[config.mk]
export PLATFORM = sky130hd
export DESIGN_NAME = phase_sequencer
export DESIGN_NICKNAME = d
export VERILOG_FILES = /design/src/rtl/seq_pkg.sv /design/src/rtl/run_ctrl.sv /design/src/rtl/minor_ring.sv /design/src/rtl/major_fsm.sv /design/src/rtl/phase_sequencer.sv
export SDC_FILE = /design/constraint.sdc
export NUM_CORES = 1
export LEC_CHECK = 0
export BUFFER_PORTS_ARGS = -buffer_cell sky130_fd_sc_hd__buf_2
export CORE_AREA = 4 4 41 43
export DETAILED_ROUTE_END_ITERATION = 6
export DIE_AREA = 0 0 45 47
export GPL_TIMING_DRIVEN = 0
export MAX_ROUTING_LAYER = met4
export SLEW_MARGIN = 20
export SYNTH_ARGS = -nofsm -noshare
export SYNTH_HDL_FRONTEND = slang
export SYNTH_SLANG_ARGS = --single-unit
[constraint.sdc]
create_clock -name clk -period 3.6 [get_ports clk]
set_input_delay 0.54 -clock clk [delete_from_list [all_inputs] [get_ports clk]]
set_output_delay 0.54 -clock clk [all_outputs]
set_load 0.03 [all_outputs]
[src/rtl/seq_pkg.sv]
`timescale 1ns/1ps
// Package: shared constants and the phase type for the state sequencer.
// Assumes a 5-bit op-code and a four-slot phase; prefixes set the routing.
package seq_pkg;
    localparam int OP_W    = 5;
    localparam int MINOR_N = 4;
    localparam int CODE_W  = 2;

    // Op-code classes that decide what follows Fetch
    localparam logic [1:0]      EXT_PREFIX = 2'b01;
    localparam logic [2:0]      MEM_PREFIX = 3'b011;
    localparam logic [OP_W-1:0] BR_OPCODE  = 5'b01111;

    typedef enum logic [CODE_W-1:0] {
        PH_FETCH = 2'b00,
        PH_DEFER = 2'b01,
        PH_EXEC  = 2'b10,
        PH_SPARE = 2'b11
    } phase_e;
endpackage

[src/rtl/run_ctrl.sv]
`timescale 1ns/1ps
// Run flip-flop. Start sets it only while stopped; halt clears it only
// at the halt point (Fetch, T3). Assumes start and halt are synchronous.
module run_ctrl (
    input  logic clk,
    input  logic rst_n,
    input  logic start,
    input  logic halt,
    input  logic halt_point,
    output logic run_q,
    output logic park
);
    logic restart;
    logic stop_now;

    // Decode the two events that reposition the sequencer
    always_comb begin
        restart  = !run_q && start;
        stop_now = run_q && halt && halt_point;
        park     = restart || stop_now;
    end

    // Run flip-flop update
    always_ff @(posedge clk) begin
        if (!rst_n)        run_q <= 1'b0;
        else if (restart)  run_q <= 1'b1;
        else if (stop_now) run_q <= 1'b0;
    end
endmodule

[src/rtl/minor_ring.sv]
`timescale 1ns/1ps
// One-hot slot ring of N positions. Rotates on advance and returns to
// slot 0 on park. An illegal pattern also recovers to slot 0.
module minor_ring #(
    parameter int N = 4
) (
    input  logic         clk,
    input  logic         rst_n,
    input  logic         advance,
    input  logic         park,
    output logic [N-1:0] ring_q,
    output logic         last_slot
);
    localparam logic [N-1:0] HOME = {{(N-1){1'b0}}, 1'b1};

    logic [N-1:0] rotated;
    logic         legal;

    // Each bit takes its lower neighbour; bit 0 takes the top bit
    for (genvar i = 0; i < N; i++) begin : g_rot
        localparam int PREV = (i == 0) ? N - 1 : i - 1;
        assign rotated[i] = ring_q[PREV];
    end

    // Legality of the current ring pattern
    always_comb legal = ($countones(ring_q) == 1);

    // Ring register update
    always_ff @(posedge clk) begin
        if (!rst_n)               ring_q <= HOME;
        else if (park || !legal)  ring_q <= HOME;
        else if (advance)         ring_q <= rotated;
    end

    assign last_slot = ring_q[N-1];
endmodule

[src/rtl/major_fsm.sv]
`timescale 1ns/1ps
// Phase register: a mod-3 counter whose step out of Fetch depends on the
// op-code class, the indirect bit and the branch outcome. Steps only on
// step_en (running and last slot). Park forces Fetch.
module major_fsm
    import seq_pkg::*;
#(
    parameter int OPW = OP_W
) (
    input  logic           clk,
    input  logic           rst_n,
    input  logic           step_en,
    input  logic           park,
    input  logic [OPW-1:0] op_code,
    input  logic           ind_bit,
    input  logic           branch_taken,
    output phase_e         phase_q
);
    phase_e after_fetch;
    phase_e phase_nxt;

    // Route out of Fetch from the op-code class
    always_comb begin
        if (op_code[OPW-1 -: 2] != EXT_PREFIX)
            after_fetch = PH_FETCH;
        else if (op_code == BR_OPCODE && !branch_taken)
            after_fetch = PH_FETCH;
        else if (op_code[OPW-1 -: 3] == MEM_PREFIX)
            after_fetch = ind_bit ? PH_DEFER : PH_EXEC;
        else
            after_fetch = PH_EXEC;
    end

    // Next phase for a step
    always_comb begin
        case (phase_q)
            PH_FETCH: phase_nxt = after_fetch;
            PH_DEFER: phase_nxt = PH_EXEC;
            PH_EXEC:  phase_nxt = PH_FETCH;
            default:  phase_nxt = PH_FETCH;
        endcase
    end

    // Phase register update
    always_ff @(posedge clk) begin
        if (!rst_n)                phase_q <= PH_FETCH;
        else if (park)             phase_q <= PH_FETCH;
        else if (phase_q == PH_SPARE) phase_q <= PH_FETCH;
        else if (step_en)          phase_q <= phase_nxt;
    end
endmodule

[src/rtl/phase_sequencer.sv]
`timescale 1ns/1ps
// Top of the major/minor state sequencer. Wires the run flip-flop, the
// slot ring and the phase register, and decodes one-hot phase outputs.
// Assumes all inputs are synchronous to clk.
module phase_sequencer
    import seq_pkg::*;
(
    input  logic                clk,
    input  logic                rst_n,
    input  logic                start,
    input  logic                halt,
    input  logic [OP_W-1:0]     op_code,
    input  logic                ind_bit,
    input  logic                branch_taken,
    output logic [MINOR_N-1:0]  t_phase,
    output logic                maj_f,
    output logic                maj_d,
    output logic                maj_e,
    output logic [CODE_W-1:0]   maj_code
);
    logic   run_q;
    logic   park;
    logic   last_slot;
    logic   halt_point;
    logic   step_en;
    phase_e phase_q;

    // Halt point and phase step enable
    always_comb begin
        halt_point = (phase_q == PH_FETCH) && last_slot;
        step_en    = run_q && last_slot;
    end

    run_ctrl u_run (
        .clk        (clk),
        .rst_n      (rst_n),
        .start      (start),
        .halt       (halt),
        .halt_point (halt_point),
        .run_q      (run_q),
        .park       (park)
    );

    minor_ring #(.N(MINOR_N)) u_ring (
        .clk       (clk),
        .rst_n     (rst_n),
        .advance   (run_q),
        .park      (park),
        .ring_q    (t_phase),
        .last_slot (last_slot)
    );

    major_fsm #(.OPW(OP_W)) u_major (
        .clk          (clk),
        .rst_n        (rst_n),
        .step_en      (step_en),
        .park         (park),
        .op_code      (op_code),
        .ind_bit      (ind_bit),
        .branch_taken (branch_taken),
        .phase_q      (phase_q)
    );

    // Encoded and one-hot phase outputs
    always_comb begin
        maj_code = phase_q;
        maj_f    = (phase_q == PH_FETCH);
        maj_d    = (phase_q == PH_DEFER);
        maj_e    = (phase_q == PH_EXEC);
    end
endmodule

==> impl_metrics.toml <==
[die]
die-area_um2 = 2120
boundaryPins = 20
start_util = 0.341
core_um2 = 1300
die_w_um = 45
rows = 13
fp.dieH_um = 47

[power_and_ir_drop]
p_leak_nw = 0.285
power_frac_comb = 0.173
switching_share = 0.274
power_frac_seq = 0.432
intPower_mw = 0.139
cellPowerDensity_nw_per_um2 = 328
power.switching_mw = 0.0525
clockPowerShare = 0.395
ir_worst_vdd_mv = 0.123
p_total_mw = 0.192

[global_routing]
grt_overflow = 0
grt_antenna_before_repair = 0
grt_pass1_vias = 385
grtUsageTotal = 0.112
grt_pass1_wl_mm = 1.59
grt_max_degree = 10

[synth]
synth_compound_area_frac = 0.110
ys_ff_latch = 7
yosysSeqAreaShare = 0.315
yosysUniqueCellTypes = 24
synth_nets = 58
synth-simple-area-share = 0.304
avgSynthCellArea_um2 = 10.3
syn_inst = 43
ys.warnings.count = 0
synth_top_family_by_area = "simple AND/OR/NAND/NOR gates"
synth_fa_ha_area_frac = 0.130
syn-cell-area_um2 = 444
synth_xor_area_frac = 0
synth.area.mux_share = 0.0901

[cts]
ctsResizeCount = 0
h-tree-depth = 1
cts_hold_buf = 0
numCtsBuffers = 3
post-cts-setup-buffers = 0
insertion_delay_ns = 0.26
clock-sinks = 7
cts_tree = "done"
root_buffer = "clkbuf_4"
clockBufferDepth = 2
clk_pin_slew_ns = 0.05

[critical_path]
critPathLaunch = "u_ring.ring_q[3]"
r2r_end = "u_ring.ring_q[0]"
worst-setup-path-type = "reg2reg"
crit_end = "u_ring.ring_q[0]"
r2r_start = "u_ring.ring_q[3]"
reg2reg_setup_slack_ns = 1.42
r2r_cells = 6
crit_required_ns = 3.74
crit_path_start_kind = "register"
end_kind = "register"
crit_arrival_ns = 2.32
critPathMaxFanout = 6

[timing]
fmax_mhz = 460
min_period_over_period = 0.604
worst_slack_ns = 1.42
hold_viol = 0
rsz0062_at_grt = "false"
setup_viol = 0
period_needed_ns = 2.18
tns_ns = 0
relSlewSlack = 0.823
tightest_slew_ns = 0.265
skew_ns = 0.00484
drv_slew = 0

[finish]
drive_gt1_frac = 0.409
diodes = 0
stdcell_count = 81
fillers = 140
final_nets = 82
area_growth_pct = 31.5

[detailed_routing]
first_pass_iters = 2
drt-total-wl_um = 904
num_vias = 399
viasPerCell = 4.93
wl_per_cell_um = 11.2
drt_iter0_drc = 1
ant_nets = 0
post-route-drc-count = 0

[place]
place_congestion = 0.665
dp_cells = 77
place_ws_ns = 1.41
port_buffers = 19
dp_hpwl_um = 703

[run_status]
outcome = "completed"

[hold_path]
hold_class = "reg2reg"

[flow_run]
drv_cap = 0
cells in the mapped netlist:
library cell | n | area, um^2
nor2_1 | 6 | 22.5
a32oi_1 | 1 | 8.76
dfxtp_1 | 7 | 140
nor2b_1 | 1 | 6.26
inv_1 | 1 | 3.75
o2111ai_2 | 1 | 15.0
nor3b_1 | 1 | 7.51
and2b_1 | 1 | 7.51
mux2i_1 | 4 | 40.0
and4b_1 | 1 | 10.0
buf_6 | 1 | 11.3
o211ai_1 | 1 | 7.51
fa_1 | 1 | 20.0
a31oi_1 | 1 | 6.26
and3b_1 | 1 | 8.76
ha_1 | 3 | 37.5
nor3_1 | 1 | 5.00
nand3_1 | 1 | 5.00
nand2_1 | 2 | 7.51
o221a_2 | 1 | 11.3
nand4bb_4 | 1 | 27.5
nand2b_1 | 2 | 12.5
buf_4 | 1 | 7.51
nand3b_1 | 2 | 15.0
how the worst min path moves through the flow:
stage	start	endpoint	depth (start not counted)
floorplan	u_ring.ring_q[3]	u_ring.ring_q[3]	2
global placement	u_ring.ring_q[0]	u_ring.ring_q[0]	2
detailed placement	u_ring.ring_q[0]	u_ring.ring_q[0]	2
CTS	rst_n	u_run.run_q	2
global route	rst_n	u_run.run_q	2
finish	u_ring.ring_q[0]	u_ring.ring_q[0]	2
worst max-delay path: stages, from the launching register on:
cell       delay (ns)
dfxtp_1          0.46
ha_1             0.29
ha_1             0.21
fa_1             0.44
nor3b_1          0.26
o2111ai_2        0.20
nand3b_1         0.20
logic make-up after synthesis:
logic type	Yosys count
flops	7
buf+inv	3
mux	4
simple gates	20
fa+ha+maj	4
compound gates	5
power groups by stage:
stage / combinational [mW] / sequential [mW] / clock, mW
2_1_floorplan: 0.0190 / 0.0882 / 0
3_3_place_gp: 0.0337 / 0.0845 / 0
3_5_place_dp: 0.0338 / 0.0845 / 0
4_1_cts: 0.0340 / 0.0829 / 0.0802
5_1_grt: 0.0376 / 0.0835 / 0.0814
6_report: 0.0332 / 0.0828 / 0.0758
per-layer routing:
layer,share of wire,vias up,GRT usage
li1,-,205,-
met1,0.43,175,0.118
met2,0.45,15,0.164
met3,0.093,4,0.0613
met4,0.029,0,0.0702
met5,0,-,-
flip-flops by register name (all words and copies together) (netlist names):
name / flops
u_major.phase_q: 2
u_ring.ring_q: 4
u_run.run_q: 1
layout make-up:
cell class              instances  area (um^2)  share of cell area
plain buffers                   2         18.8              0.0321
clock buffers                   4         26.3              0.0450
inverters                       1         3.75             0.00642
multi-input cells              33          282               0.482
flip-flops and latches          7          140               0.240
well taps                      15         18.8              0.0321
repair buffers                 19         95.1               0.163
through the flow:
stage,util,instance area [um^2],hold slack (ns)
5_1_grt,0.449,584,0.547
4_1_cts,0.449,584,0.540
3_5_place_dp,0.429,558,0.531
6_report,0.449,584,0.529
2_1_floorplan,-,444,0.568
3_3_place_gp,0.429,558,0.522
layout by cell type, fill, tap and decap left out:
cell	instances
a31oi_1	1
a32oi_1	1
and2b_1	1
and3b_1	1
and4b_1	1
buf_2	19
buf_4	1
buf_6	1
clkbuf_1	1
clkbuf_4	3
dfxtp_1	7
fa_1	1
ha_1	3
inv_1	1
mux2i_1	4
nand2_1	2
nand2b_1	2
nand3_1	1
nand3b_1	2
nand4bb_4	1
nor2_1	6
nor2b_1	1
nor3_1	1
nor3b_1	1
o2111ai_2	1
o211ai_1	1
o221a_2	1
(Power assumes the default switching activity.)
